**config.mk**
```make
export PLATFORM = sky130hd
export DESIGN_NAME = swire_delay_reader
export DESIGN_NICKNAME = d
export VERILOG_FILES = /design/src/rtl/swdr_pkg.sv /design/src/rtl/swdr_line_sync.sv /design/src/rtl/swdr_seq_ctrl.sv /design/src/rtl/swdr_slot_split.sv /design/src/rtl/swire_delay_reader.sv
export SDC_FILE = /design/constraint.sdc
export NUM_CORES = 1
export LEC_CHECK = 0
export ABC_AREA = 1
export BUFFER_PORTS_ARGS = -buffer_cell sky130_fd_sc_hd__buf_2
export CELL_PAD_IN_SITES_DETAIL_PLACEMENT = 0
export CELL_PAD_IN_SITES_GLOBAL_PLACEMENT = 2
export CORE_ASPECT_RATIO = 0.7
export CORE_MARGIN = 2
export CORE_UTILIZATION = 38
export CTS_BUF_LIST = sky130_fd_sc_hd__clkbuf_4 sky130_fd_sc_hd__clkbuf_8
export DETAILED_ROUTE_END_ITERATION = 8
export HOLD_SLACK_MARGIN = 0.08
export PLACE_DENSITY = 0.91
export SLEW_MARGIN = 20
export SYNTH_ARGS = -nofsm -noshare
export SYNTH_HDL_FRONTEND = slang
export SYNTH_SLANG_ARGS = --single-unit
```
**constraint.sdc**
```tcl
create_clock -name clk -period 4.1 [get_ports clk]
set_clock_uncertainty 0.05 [all_clocks]
set_input_delay 0.41 -clock clk [delete_from_list [all_inputs] [get_ports clk]]
set_output_delay 0.41 -clock clk [all_outputs]
set_load 0.01 [all_outputs]
```
**src/rtl/swdr_pkg.sv**
```systemverilog
package swdr_pkg;
  typedef enum logic [1:0] {
    PH_IDLE = 2'd0,
    PH_TRIG = 2'd1,
    PH_MEAS = 2'd2
  } swdr_phase_e;
endpackage

```
**src/rtl/swdr_line_sync.sv**
```systemverilog
module swdr_line_sync #(
  parameter int STAGES = 2
) (
  input  logic clk,
  input  logic rst,
  input  logic line_i,
  output logic fall_o
);
  logic [STAGES-1:0] chain_q;
  logic              hist_q;

  // Reset to the idle (pulled-up) level so no false edge follows reset.
  for (genvar g = 0; g < STAGES; g++) begin : g_stage
    if (g == 0) begin : g_first
      always_ff @(posedge clk) begin
        if (rst) chain_q[g] <= 1'b1;
        else     chain_q[g] <= line_i;
      end
    end else begin : g_next
      always_ff @(posedge clk) begin
        if (rst) chain_q[g] <= 1'b1;
        else     chain_q[g] <= chain_q[g-1];
      end
    end
  end

  always_ff @(posedge clk) begin
    if (rst) hist_q <= 1'b1;
    else     hist_q <= chain_q[STAGES-1];
  end

  assign fall_o = hist_q & ~chain_q[STAGES-1];
endmodule

```
**src/rtl/swdr_seq_ctrl.sv**
```systemverilog
module swdr_seq_ctrl
  import swdr_pkg::*;
#(
  parameter int TRIG_CYC = 50,
  parameter int TMO_CYC  = 524288,
  parameter int CNT_W    = 19
) (
  input  logic             clk,
  input  logic             rst,
  input  logic             start_i,
  input  logic             fall_i,
  output logic             oe_o,
  output logic [CNT_W-1:0] cnt_o,
  output logic             capture_o,
  output logic             valid_o,
  output logic             timeout_o
);
  localparam logic [CNT_W-1:0] TRIG_LAST = CNT_W'(TRIG_CYC - 1);
  localparam logic [CNT_W-1:0] TMO_LAST  = CNT_W'(TMO_CYC - 1);

  swdr_phase_e      phase_q;
  logic [CNT_W-1:0] cnt_q;

  assign capture_o = (phase_q == PH_MEAS) && fall_i;
  assign cnt_o     = cnt_q;

  always_ff @(posedge clk) begin
    if (rst) begin
      phase_q   <= PH_IDLE;
      cnt_q     <= '0;
      oe_o      <= 1'b0;
      valid_o   <= 1'b0;
      timeout_o <= 1'b0;
    end else begin
      valid_o   <= 1'b0;
      timeout_o <= 1'b0;
      unique case (phase_q)
        PH_IDLE: begin
          if (start_i) begin
            phase_q <= PH_TRIG;
            oe_o    <= 1'b1;
            cnt_q   <= '0;
          end
        end
        PH_TRIG: begin
          if (cnt_q == TRIG_LAST) begin
            phase_q <= PH_MEAS;
            oe_o    <= 1'b0;
            cnt_q   <= '0;
          end else begin
            cnt_q <= cnt_q + 1'b1;
          end
        end
        PH_MEAS: begin
          // An answer on the last counted cycle takes priority over timeout.
          if (fall_i) begin
            valid_o <= 1'b1;
            phase_q <= PH_IDLE;
            cnt_q   <= '0;
          end else if (cnt_q == TMO_LAST) begin
            timeout_o <= 1'b1;
            phase_q   <= PH_IDLE;
            cnt_q     <= '0;
          end else begin
            cnt_q <= cnt_q + 1'b1;
          end
        end
        default: begin
          phase_q <= PH_IDLE;
          oe_o    <= 1'b0;
          cnt_q   <= '0;
        end
      endcase
    end
  end
endmodule

```
**src/rtl/swdr_slot_split.sv**
```systemverilog
module swdr_slot_split #(
  parameter int WIN_CYC = 500,
  parameter int SLOTS   = 8,
  parameter int CNT_W   = 19,
  parameter int SLOT_W  = 3
) (
  input  logic              clk,
  input  logic              rst,
  input  logic              capture_i,
  input  logic [CNT_W-1:0]  cnt_i,
  output logic [CNT_W-1:0]  result_o,
  output logic [SLOT_W-1:0] slot_o
);
  logic [31:0]       cnt_ext;
  logic [SLOTS-1:1]  past_edge;
  logic [SLOT_W-1:0] slot_c;
  logic [31:0]       base_c;

  assign cnt_ext = 32'(cnt_i);

  // One comparator per slot boundary; the passed boundaries form a thermometer code.
  for (genvar k = 1; k < SLOTS; k++) begin : g_edge
    assign past_edge[k] = (cnt_ext >= 32'(k * WIN_CYC));
  end

  always_comb begin
    slot_c = '0;
    base_c = '0;
    for (int k = 1; k < SLOTS; k++) begin
      if (past_edge[k]) begin
        slot_c = SLOT_W'(k);
        base_c = 32'(k * WIN_CYC);
      end
    end
  end

  always_ff @(posedge clk) begin
    if (rst) begin
      result_o <= '0;
      slot_o   <= '0;
    end else if (capture_i) begin
      result_o <= CNT_W'(cnt_ext - base_c);
      slot_o   <= slot_c;
    end
  end
endmodule

```
**src/rtl/swire_delay_reader.sv**
```systemverilog
module swire_delay_reader #(
  parameter int TRIG_CYC    = 50,
  parameter int WIN_CYC     = 500,
  parameter int SLOTS       = 8,
  parameter int TMO_CYC     = 524288,
  parameter int SYNC_STAGES = 2,
  localparam int MAX_CYC    = (TMO_CYC > TRIG_CYC) ? TMO_CYC : TRIG_CYC,
  localparam int CNT_W      = $clog2(MAX_CYC),
  localparam int SLOT_W     = $clog2(SLOTS)
) (
  input  logic              clk,
  input  logic              rst,
  input  logic              start_i,
  input  logic              line_i,
  output logic              line_oe_o,
  output logic [CNT_W-1:0]  result_o,
  output logic [SLOT_W-1:0] slot_o,
  output logic              valid_o,
  output logic              timeout_o
);
  logic             fall_w;
  logic             capture_w;
  logic [CNT_W-1:0] cnt_w;

  swdr_line_sync #(
    .STAGES(SYNC_STAGES)
  ) u_sync (
    .clk   (clk),
    .rst   (rst),
    .line_i(line_i),
    .fall_o(fall_w)
  );

  swdr_seq_ctrl #(
    .TRIG_CYC(TRIG_CYC),
    .TMO_CYC (TMO_CYC),
    .CNT_W   (CNT_W)
  ) u_ctrl (
    .clk      (clk),
    .rst      (rst),
    .start_i  (start_i),
    .fall_i   (fall_w),
    .oe_o     (line_oe_o),
    .cnt_o    (cnt_w),
    .capture_o(capture_w),
    .valid_o  (valid_o),
    .timeout_o(timeout_o)
  );

  swdr_slot_split #(
    .WIN_CYC(WIN_CYC),
    .SLOTS  (SLOTS),
    .CNT_W  (CNT_W),
    .SLOT_W (SLOT_W)
  ) u_split (
    .clk      (clk),
    .rst      (rst),
    .capture_i(capture_w),
    .cnt_i    (cnt_w),
    .result_o (result_o),
    .slot_o   (slot_o)
  );
endmodule

```
; Word-level counts from Yosys, hierarchy flattened
; Cells that the tools add are included.
[classes]
add_sub_neg = 2
magnitude_cmp = 7
n_eq_ne = 7
mux = 29
n_bitwise = 3
reduce_logical = 6
[op_table]
columns = operator, n
row1 = 2-to-1 mux 19 bit, 4
row2 = ">= comparator 19 x 12 -> 1 bit, second input constant", 3
row3 = case mux 19 bit (3 select lines), 1
row4 = ">= comparator 19 x 11 -> 1 bit, second input constant", 2
row5 = 2-to-1 mux 12 bit, 3
row6 = 2-to-1 mux 11 bit, 2
row7 = "adder 19 x 1 -> 19 bit, second input constant", 1
row8 = "equality test 19 bit, second input constant", 1
row9 = "equality test 19 x 6 -> 1 bit, second input constant", 1
row10 = ">= comparator 19 x 10 -> 1 bit, second input constant", 1
row11 = ">= comparator 19 x 9 -> 1 bit, second input constant", 1
row12 = subtractor 19 x 12 -> 19 bit, 1
row13 = 2-to-1 mux 2 bit, 6
row14 = 2-to-1 mux 3 bit, 4
row15 = 2-to-1 mux 10 bit, 1
row16 = 2-to-1 mux 9 bit, 1
row17 = case mux 2 bit (3 select lines), 1
row18 = AND reduction 3 bit, 2
row19 = 2-to-1 mux 1 bit, 5
row20 = "!= test 3 x 2 -> 1 bit, second input constant", 1
row21 = case mux 1 bit (3 select lines), 1
row22 = OR reduction 3 bit, 1
row23 = "equality test 2 x 1 -> 1 bit, second input constant", 1
row24 = "equality test 2 bit, second input constant", 1
row25 = 7 further kinds, 8
[word_totals]
ff_bits = 49
word_cells = 64

; Logic depth before layout (Yosys ltp)
; Gate-level depths: netlist (run 1).
[logic_depth]
depth_word = 9
ltp_mapped = 22

; By module
; From an unflattened synthesis (run 1), not the netlist that was laid out.
[unflattened]
cells_unflattened = 546
hier_area_um2 = 3538.4
[modules_own_cells]
columns = mod, instances, cells_each, area_per_inst_um2, seq_area_each_um2
row1 = swdr_slot_split, 1, 303, 1939.4, 440.4
row2 = swdr_seq_ctrl, 1, 231, 1505.2, 480.5
row3 = swdr_line_sync, 1, 12, 93.8, 60.1

; Least setup slack after synthesis (run 1)
; No wires, ideal clock.
[synth_path]
kind = reg-to-reg
start = register u_ctrl.cnt_q[12], in the netlist u_ctrl.cnt_o[12]
end = register u_split.result_o[12]
t_arrival_ps = 2550
required_time_ps = 3936
slack_ps = 1386
stages_incl_launch_ff = 22
n_path_buf = 1
synth_period_minus_slack_ps = 2714
path_cell_list = dfxtp_1 buf_4 nor2_1 nand2_1 inv_2 nand2_2 inv_2 o211ai_1 nand2_1 nand2_1 nand2_1 inv_1 ha_1 fa_1 o21ai_1 nand2_1 nand2_1 nand2_2 nand2_1 nor2_1 o21bai_1 inv_1
[synth_between]
elab_chain_len = 9
elab_cells_between_ends = 15
classes_between = add/sub (1) / order compare (7) / mux (7)
[synth_lines]
columns = element, line_no
row1 = "start, declared", swdr_seq_ctrl.sv:22  ; logic [CNT_W-1:0] cnt_q;
row2 = "start signal, assigned", swdr_seq_ctrl.sv:51  ; cnt_q <= cnt_q + 1'b1;
row3 = "start signal, assigned", swdr_seq_ctrl.sv:65  ; cnt_q <= cnt_q + 1'b1;
row4 = >= comparator 19 x 9 -> 1 bit, swdr_slot_split.sv:23  ; assign past_edge[k] = (cnt_ext >= 32'(k * WIN_CYC));
row5 = 2-to-1 mux 9 bit, swdr_slot_split.sv:30  ; if (past_edge[k]) begin
row6 = 2-to-1 mux 10 bit, swdr_slot_split.sv:30
row7 = 2-to-1 mux 11 bit (2 in a row), swdr_slot_split.sv:30
row8 = 2-to-1 mux 12 bit (2 in a row), swdr_slot_split.sv:30
row9 = 2-to-1 mux 12 bit (*), swdr_slot_split.sv:30
row10 = named net u_split.base_c[2], swdr_slot_split.sv:17  ; logic [31:0] base_c;
row11 = subtractor 19 x 12 -> 19 bit (*), swdr_slot_split.sv:42  ; result_o <= CNT_W'(cnt_ext - base_c);
row12 = "end signal, assigned", swdr_slot_split.sv:42
row13 = "end, declared", swdr_slot_split.sv:11  ; output logic [CNT_W-1:0] result_o,
; The timed path passes the listed nets; every way through them passes the cells marked *.
; A chain may end at the register's enable or synchronous reset.

; Worst setup path after layout (run 1)
[layout_path]
start = register u_ctrl.cnt_q[13], in the netlist u_ctrl.cnt_o[13]
end = register u_split.result_o[12]
; Same word-level chain as after synthesis.

==> impl_metrics.toml, run 1 <==
[layout]
syn_to_final_growth_pct = 8.944
multiInputGateArea_sq_um = 2150
seq_area_sq_um = 980.9
nets = 545
instances_no_fill = 649
nFillCells = 984
antenna_cells = 0
drive_gt1_share_pct = 18.29

[routing]
ant_nets = 0
wl_per_cell_microns = 13.86
finalWirelength_mm = 8.995
vias = 3264
drt-pass1-iter-count = 5
via_per_inst = 5.029
drc = 0
drt-initial-drc-count = 192

[synthesis]
async_flop_share_pct = 0
ys_ff_latch = 49
synth_nets = 526
yosysTopAreaCellShare_pct = 28.05
synth_top_cells_by_count = "nand2_1 (120), inv_1 (57), dfxtp_1 (49)"
ys.flop_type = "dfxtp_1"
synth_area_leaders = "dfxtp_1 (28%), nand2_1 (13%), inv_1 (6.1%)"
synth.distinct_cells = 45
yosys_warnings = 0
synthCells = 505
synth-seq-area-share_pct = 28.05
synth_area_leader_cell = "dfxtp_1"
yosysMostFrequentCell = "nand2_1"
synth_edf_count = 0
avgSynthCellArea_sq_um = 6.925
syn-cell-area_sq_um = 3497

[grt]
top_usage_layer = "met1"
grtUsageMet1_pct = 27.96
use_met3_pct = 4.144
grt_pass1_wl_mm = 15.19
grt-ovfl-total = 0
antenna_found_initial = 0
grt_max_degree = 28
grt_pass1_vias = 2986
gr-usage-all-layers_pct = 18.81
met2_usage_pct = 27.74

[setup_path]
cp-start-kind = "flip-flop"
max_stage_delay_ps = 490
cpMostUsedCell = "nand2_1"
regToRegSetupSlack_ps = 830
cp_cell_sequence = "nor2_1 > nand2_1 > inv_2 > nand2_2 > inv_2 > o211ai_1 > nand2_1 > nand2_1 > nand2_1 > inv_1 > ha_1 > fa_1 > o21ai_1 > nand2_1 > nand2_1 > nand2_2 > nand2_1 > nor2_1 > o21bai_1 > inv_1"
criticalPathCategory = "flip-flop to flip-flop"
crit_required_ps = 4260
cp-startpoint = "u_ctrl.cnt_o[13]"
r2r-start = "u_ctrl.cnt_o[13]"
critical_path.endpoint_type = "flip-flop"
critPathArrivalTime_ps = 3430
slowest_stage = "dfxtp_1"
path_max_fanout = 11

[floorplan]
die_x_microns = 118.7
die_area_sq_um = 9998
core_sq_um = 8999
core.rowCount = 29
chipHeight_microns = 84.26
initial_core_util_pct = 38.86
num_io_pins = 29

[timing]
hold_violations = 0
tightest_slew_ps = 795.0
maxSlewHeadroom_pct = 46.67
fin_crit_sh_pct = 79.73
setup_viol = 0
finalSetupTns_ps = 0
finalCriticalPeriod_ps = 3269
slew_violations = 0
whs_ps = 211.1
grt_setup_unrepaired = "no"
layout_setup_ws_ps = 831.0
fmax_mhz = 305.9

[pwr]
cellLeakagePower_nw = 1.736
peakVddDrop_mv = 0.3982
p_int_w = 0.0007912
clkPwrFrac_pct = 29.4
power_frac_seq_pct = 42.2
swShare_pct = 36.35
p_per_area_nw_per_um2 = 326.2
p_sw_w = 0.0004518
combPwrFrac_pct = 28.5

[placed_design]
dp_hpwl_mm = 6.889
pre_cts_ws_ps = 876.9
port_buffers = 28
gp_congestion = 0.8511
placed_cells = 641

[clock_network]
postCtsSetupBuffers = 0
h-tree-depth = 2
cts.sinks = 49
cts_tree = "done"
cts_resized = 0
root_buffer = "clkbuf_8"
clk_path_buf_depth = 2
clk_latency_ps = 320
cts.clk_slew.worst_paths_ps = 100
ctsHoldBuffers = 0
numCtsBuffers = 5

[run]
cap_viol_max_count = 0

[hold_path]
hold_class = "input pin to flip-flop"
min_from = "line_i"

[run_status]
outcome = "completed"
power groups by stage:
stage,Sequential [W],Clock [W],Combinational (W)
finish,0.000524,0.000365,0.000354
global route,0.000529,0.000396,0.000397
CTS,0.000524,0.000378,0.000357
detailed placement,0.000535,0,0.000357
global placement,0.000535,0,0.000358
floorplan,0.000541,0,0.000274
state kept, by name, indices dropped and copies added (netlist names):
| signal | count |
|---|---|
| u_ctrl.cnt_o | 19 |
| u_split.result_o | 19 |
| u_split.slot_o | 3 |
| u_ctrl.phase_q | 2 |
| u_sync.chain_q | 2 |
| u_ctrl.oe_o | 1 |
| u_ctrl.timeout_o | 1 |
| u_ctrl.valid_o | 1 |
| u_sync.hist_q | 1 |
cells by family after synthesis:
family | after synthesis | synth area share [%]
AO/OA/AOI/OAI | 89 | 16.03
buffers and inverters | 84 | 10.55
XOR/XNOR | 15 | 3.757
AND/OR/NAND/NOR | 251 | 35.31
flip-flops | 49 | 28.05
adder cells (fa/ha/maj) | 17 | 6.297
per-stage QoR:
step	area [sq um]	util [%]	total power, W
floorplan	3497	-	0.0008150
global placement	3697	41.09	0.0008928
detailed placement	3697	41.09	0.0008926
CTS	3810	42.34	0.001260
global route	3810	42.34	0.001321
finish	3810	42.34	0.001243
metal layers:
layer	vias to the layer above	wire length, microns
met4	0	76
met5	-	0
met1	1505	4799
met2	71	3656
met3	7	463
li1	1681	-
cell type report:
class / count / area share [%]
flip-flops and latches: 49 / 25.75
clock buffers: 5 / 1.806
clock inverters: 3 / 1.149
multi-input cells: 372 / 56.42
repair buffers: 32 / 4.466
inverters: 64 / 6.338
well taps: 124 / 4.072
critical path, delay by kind of cell (launching register included):
family	cells	cell delay, ps
AND/OR/NAND/NOR	11	1200
buffers and inverters	4	290
AO/OA/AOI/OAI	3	480
flip-flops	1	490
adder cells (fa/ha/maj)	2	620
layout by cell type, fill, tap and decap left out, drive strengths merged:
cell type | Yosys | routed
a31oi | 2 | 2
o21ai | 25 | 25
ha | 16 | 16
o21bai | 7 | 7
nand3b | 5 | 5
clkbuf | 6 | 5
a21o | 1 | 1
nand2 | 130 | 130
bufinv | 0 | 1
nor3 | 10 | 10
o211ai | 4 | 4
xor2 | 13 | 13
nand4 | 8 | 8
dfxtp | 49 | 49
clkinv | 2 | 3
fa | 1 | 1
xnor2 | 2 | 2
buf | 14 | 32
a21boi | 3 | 3
inv | 62 | 63
o22ai | 1 | 1
o21a | 7 | 7
nor4 | 1 | 1
and2 | 1 | 1
or2 | 3 | 3
nand3 | 51 | 51
nor2 | 42 | 42
a21oi | 39 | 39
worst paths after layout:
check,end,cells after the start
max,u_split.result_o[12],20
min,u_sync.chain_q[0],2
max reg2reg,u_split.result_o[12],20
min reg2reg,u_sync.chain_q[1],1
Power figures use the tool's default switching activity.
==> inputs of run 2 (changes only) <==
CORE_UTILIZATION = 32   (was 38)
PLACE_DENSITY = 0.82   (was 0.91)
clock period = 2.9 ns   (was 4.1 ns; I/O delays follow)
==> run 2 against run 1 <==
Against the previous run: maximum frequency increased by 20%; design area is 11% higher; sequential share of layout area shrank 2.1 points; clock power up 26%; critical endpoint unchanged.
==> impl_metrics.toml, run 2 (synthesis gave the netlist of run 1 again) <==
[pwr]
power_w = 0.001740
p_sw_w = 0.0006651
swShare_pct = 38.23
clkPwrFrac_pct = 26.4
peakVddDrop_mv = 0.4919
cellLeakagePower_nw = 1.945
power_frac_seq_pct = 42.5
combPwrFrac_pct = 31.1
p_int_w = 0.001074
p_per_area_nw_per_um2 = 412.7

[setup_path]
critPathArrivalTime_ps = 2890
critical_path_buf_inv_count = 4
cpMostUsedCell = "nand2_2"
crit_required_ps = 3080
critical_path.endpoint_type = "flip-flop"
max_stage_delay_ps = 380
path_max_fanout = 7
cp_cell_sequence = "inv_2 > nand2_1 > nor2_2 > nand2_2 > inv_2 > o211ai_1 > nand2_1 > nand2_2 > nand2_2 > inv_1 > ha_2 > fa_2 > o21ai_2 > nand2_2 > nand2_2 > nand2_4 > nand2_1 > nor2_1 > o21bai_1 > inv_1"
cp_top_family = "simple AND/OR/NAND/NOR gates"
reg2reg_depth = 20
slowest_stage = "fa_2"
cp.depth = 20
criticalPathCategory = "flip-flop to flip-flop"
cp-start-kind = "flip-flop"

[routing]
drt-initial-drc-count = 264
ant_nets = 0
drc = 0
top_layer = "met4"
wl_per_cell_microns = 14.38
dr_wl_met2_mm = 3.956
vias = 3431
met3_length_microns = 496
drt-pass1-iter-count = 5
met1_length_mm = 5.515
via_per_inst = 4.930
finalWirelength_mm = 10.01

[clock_network]
h-tree-depth = 2
cts_tree = "done"
cts.clk_slew.worst_paths_ps = 100
numCtsBuffers = 5
cts.sinks = 49
root_buffer = "clkbuf_8"
clk_path_buf_depth = 2
clk_latency_ps = 320

[layout]
final_common_cell = "nand2_1"
nets = 584
nFillCells = 1102
finalCoreUtilization_pct = 40.25
drive_gt1_share_pct = 30.32
syn_to_final_growth_pct = 20.54
instances_no_fill = 696
layout_common_cells = "nand2_1 (115), inv_1 (55), buf_4 (42)"
antenna_cells = 0

[timing]
hold_violations = 0
fmax_mhz = 368.5
finalCriticalPeriod_ps = 2713
tightest_slew_ps = 589.9
fin_crit_sh_pct = 93.57
whs_ps = 97.70
finalSetupTns_ps = 0
maxSlewHeadroom_pct = 60.68
setup_viol = 0
slew_violations = 0

[placed_design]
gp_congestion = 0.8845
placed_cells = 684
port_buffers = 28
dp_hpwl_mm = 7.665

[floorplan]
die_area_sq_um = 11790
core.rowCount = 31
chipHeight_microns = 91.47
core_sq_um = 10470
die_x_microns = 129.0
num_io_pins = 29
initial_core_util_pct = 33.39

[grt]
gr-usage-all-layers_pct = 17.68
grt_max_degree = 37
antenna_found_initial = 0
grt-ovfl-total = 0
grt_pass1_vias = 3142
grt_pass1_wl_mm = 16.50

[hold_path]
hold_path_depth = 2
hold_class = "input pin to flip-flop"

[run_status]
outcome = "completed"

[run]
cap_viol_max_count = 0
run 2: final cells by class:
| cell class | count | area (sq um) | area share (%) |
|---|---|---|---|
| well taps | 132 | 165.2 | 3.918 |
| clock buffers | 6 | 82.58 | 1.959 |
| flip-flops and latches | 49 | 998.5 | 23.69 |
| clock inverters | 2 | 13.76 | 0.3265 |
| multi-input cells | 372 | 2238 | 53.10 |
| inverters | 64 | 241.5 | 5.729 |
| repair buffers | 71 | 475.5 | 11.28 |
run 2: path summary, 6_finish.rpt:
check                    startpoint                   end  slack, ps
setup / recovery   u_ctrl.cnt_o[17]  u_split.result_o[12]        190
hold / removal               line_i     u_sync.chain_q[0]        100
setup reg to reg   u_ctrl.cnt_o[17]  u_split.result_o[12]        190
hold reg to reg   u_sync.chain_q[0]     u_sync.chain_q[1]        380
run 2: power by group through the flow:
stage	clock network [W]	logic (W)	registers, W
finish	0.000460	0.000541	0.000739
global placement	0	0.000540	0.000756
CTS	0.000484	0.000545	0.000740
detailed placement	0	0.000543	0.000756
floorplan	0	0.000387	0.000765
global route	0.000504	0.000607	0.000745
run 2: what timing repair did:
item                                    4_1_cts  5_1_grt
gates resized for setup                       2       39
pin swaps                                     1        9
endpoints found under the hold margin         0        0
hold buffers                                  0        0
buffers inserted                              0        4
endpoints found under the setup margin        1       13
run 2: layer usage:
layer | vias to the layer above | global-route usage, %
met1 | 1578 | 28.29
met3 | 5 | 2.887
met2 | 86 | 24.51
met5 | - | 0
li1 | 1762 | -
met4 | 0 | 2.989
run 2: stage by stage:
| step | worst slack [ps] | instance area (sq um) |
|---|---|---|
| final | 186.6 | 4215 |
| after global routing | -22.31 | 4215 |
| after CTS | 0.9870 | 4083 |
| after detailed placement | -8.270 | 3983 |
| after global placement | 49.12 | 3983 |
| after floorplan | 186.2 | 3497 |
==> inputs of run 3 (changes only) <==
PLACE_DENSITY = 0.78   (was 0.82)
==> run 3 against run 2 <==
Against the previous run: global-route usage rose by 1.1 points; clock power fell by 2%; first-iteration DRC count is 6.1% lower; routed wire length is 3.0% higher; worst setup slack gained 15 ps; critical endpoint unchanged; core utilization up 0.53 points; highest routed layer unchanged; worst hold slack improved by 3.5 ps; register-to-register slack barely moved; flip-flop and latch count stayed put; sequential power barely moved; die area is the same.
==> impl_metrics.toml, run 3 (synthesis gave the netlist of run 1 again) <==
[grt]
gr-usage-all-layers_pct = 18.78
grt_pass1_vias = 3367
grt_max_degree = 39
use_met3_pct = 2.887
grt-ovfl-total = 0
met2_usage_pct = 27.20
top_usage_layer = "met1"
antenna_found_initial = 0
grtUsageMet1_pct = 29.26
grt_pass1_wl_mm = 17.41

[setup_path]
max_stage_delay_ps = 370
crit_required_ps = 3070
slowest_stage = "dfxtp_2"
critical_path.endpoint_type = "flip-flop"
critPathArrivalTime_ps = 2870
criticalPathCategory = "flip-flop to flip-flop"
r2r-start = "u_ctrl.cnt_o[12]"
path_max_fanout = 7
cp_cell_sequence = "inv_1 > nand3_1 > nor2_2 > nand4_1 > nand3_1 > nand2_2 > nand2_2 > inv_1 > ha_1 > fa_2 > o21ai_2 > nand2_1 > nand2_2 > nand2_4 > nand2_1 > nor2_1 > o21bai_1 > inv_1"
cp-startpoint = "u_ctrl.cnt_o[12]"
cp-start-kind = "flip-flop"

[routing]
vias = 3432
drc = 0
finalWirelength_mm = 10.31
wl_per_cell_microns = 14.63
via_per_inst = 4.868
drt-pass1-iter-count = 4
ant_nets = 0
drt-initial-drc-count = 248

[hold_path]
min_from = "line_i"
hold_class = "input pin to flip-flop"

[placed_design]
placed_cells = 696
port_buffers = 28
dp_hpwl_mm = 8.019
gp_congestion = 0.8945

[floorplan]
initial_core_util_pct = 33.39
num_io_pins = 29
core_sq_um = 10470
chipHeight_microns = 91.47
die_area_sq_um = 11790
core.rowCount = 31
die_x_microns = 129.0

[pwr]
p_per_area_nw_per_um2 = 403.9
power_w = 0.001725
cellLeakagePower_nw = 1.986
peakVddDrop_mv = 0.3570

[timing]
setup_viol = 0
slew_violations = 0
tightest_slew_ps = 578.5
finalSetupTns_ps = 0
fmax_mhz = 370.6
grt_setup_unrepaired = "yes"
fin_crit_sh_pct = 93.05
maxSlewHeadroom_pct = 61.43
finalCriticalPeriod_ps = 2698
hold_violations = 0

[clock_network]
h-tree-depth = 2
clk_path_buf_depth = 2
cts.sinks = 49
clk_latency_ps = 320
cts.clk_slew.worst_paths_ps = 100
root_buffer = "clkbuf_8"
numCtsBuffers = 5
cts_tree = "done"

[layout]
nets = 593
syn_to_final_growth_pct = 22.11
final_common_cell = "nand2_1"
layout_common_cells = "nand2_1 (116), inv_1 (56), buf_4 (51)"
instances_no_fill = 705
drive_gt1_share_pct = 30.19
antenna_cells = 0
nFillCells = 1136

[run_status]
outcome = "completed"

[run]
cap_viol_max_count = 0
## run 3: final cells by class
type	count	area, sq um	area share [%]
Tap cell	132	165.2	3.868
Inverter	64	241.5	5.655
Clock inverter	2	13.76	0.3223
Sequential cell	49	1002	23.47
Multi-Input combinational cell	372	2222	52.04
Timing Repair Buffer	80	543.0	12.72
Clock buffer	6	82.58	1.934
## run 3: where the power goes
part	total (W)	internal (W)	switching, W
combinational	0.000533	0.000153	0.000381
sequential	0.000739	0.000714	0.0000251
clock	0.000453	0.000194	0.000259
total	0.00172	0.00106	0.000664
## run 3: timing repair
item,4_1_cts,5_1_grt
buffers inserted,0,1
setup endpoints to repair,5,13
cloned,0,0
resized for setup,4,33
hold buffers,0,0
pin swaps,0,4
## run 3: path summary, 6_finish.rpt
| check | to | slack [ps] | cells after the start |
|---|---|---|---|
| min | u_sync.chain_q[0] | 100 | 2 |
| max reg2reg | u_split.result_o[12] | 200 | 18 |
| min reg2reg | u_sync.chain_q[1] | 370 | 1 |
| max | u_split.result_o[12] | 200 | 18 |
## run 3: through the flow
stage | hold slack [ps] | setup slack [ps] | util [%] | instance area [sq um]
after global placement | 345.8 | 42.28 | 38.89 | 4073
after global routing | 85.57 | -38.83 | 40.78 | 4270
final | 101.2 | 201.5 | 40.78 | 4270
after CTS | 88.24 | 3.826 | 39.89 | 4178
after detailed placement | 348.0 | -101.3 | 38.89 | 4073
after floorplan | 339.5 | 186.2 | - | 3497
## run 3: critical path: cells and delay by family, from the launching register on
| kind | cells | cell delay (ps) |
|---|---|---|
| and+or+nand+nor | 11 | 1040 |
| adders and majority gates | 2 | 590 |
| DFF | 1 | 370 |
| AOI/OAI and AO/OA | 2 | 290 |
| buffers and inverters | 3 | 270 |
## run 3: metal layers
| layer | up-vias | share of wire [%] |
|---|---|---|
| met1 | 1594 | 56 |
| met3 | 4 | 4.2 |
| met2 | 68 | 40 |
| met5 | - | 0 |
| li1 | 1766 | - |
| met4 | 0 | 0.50 |
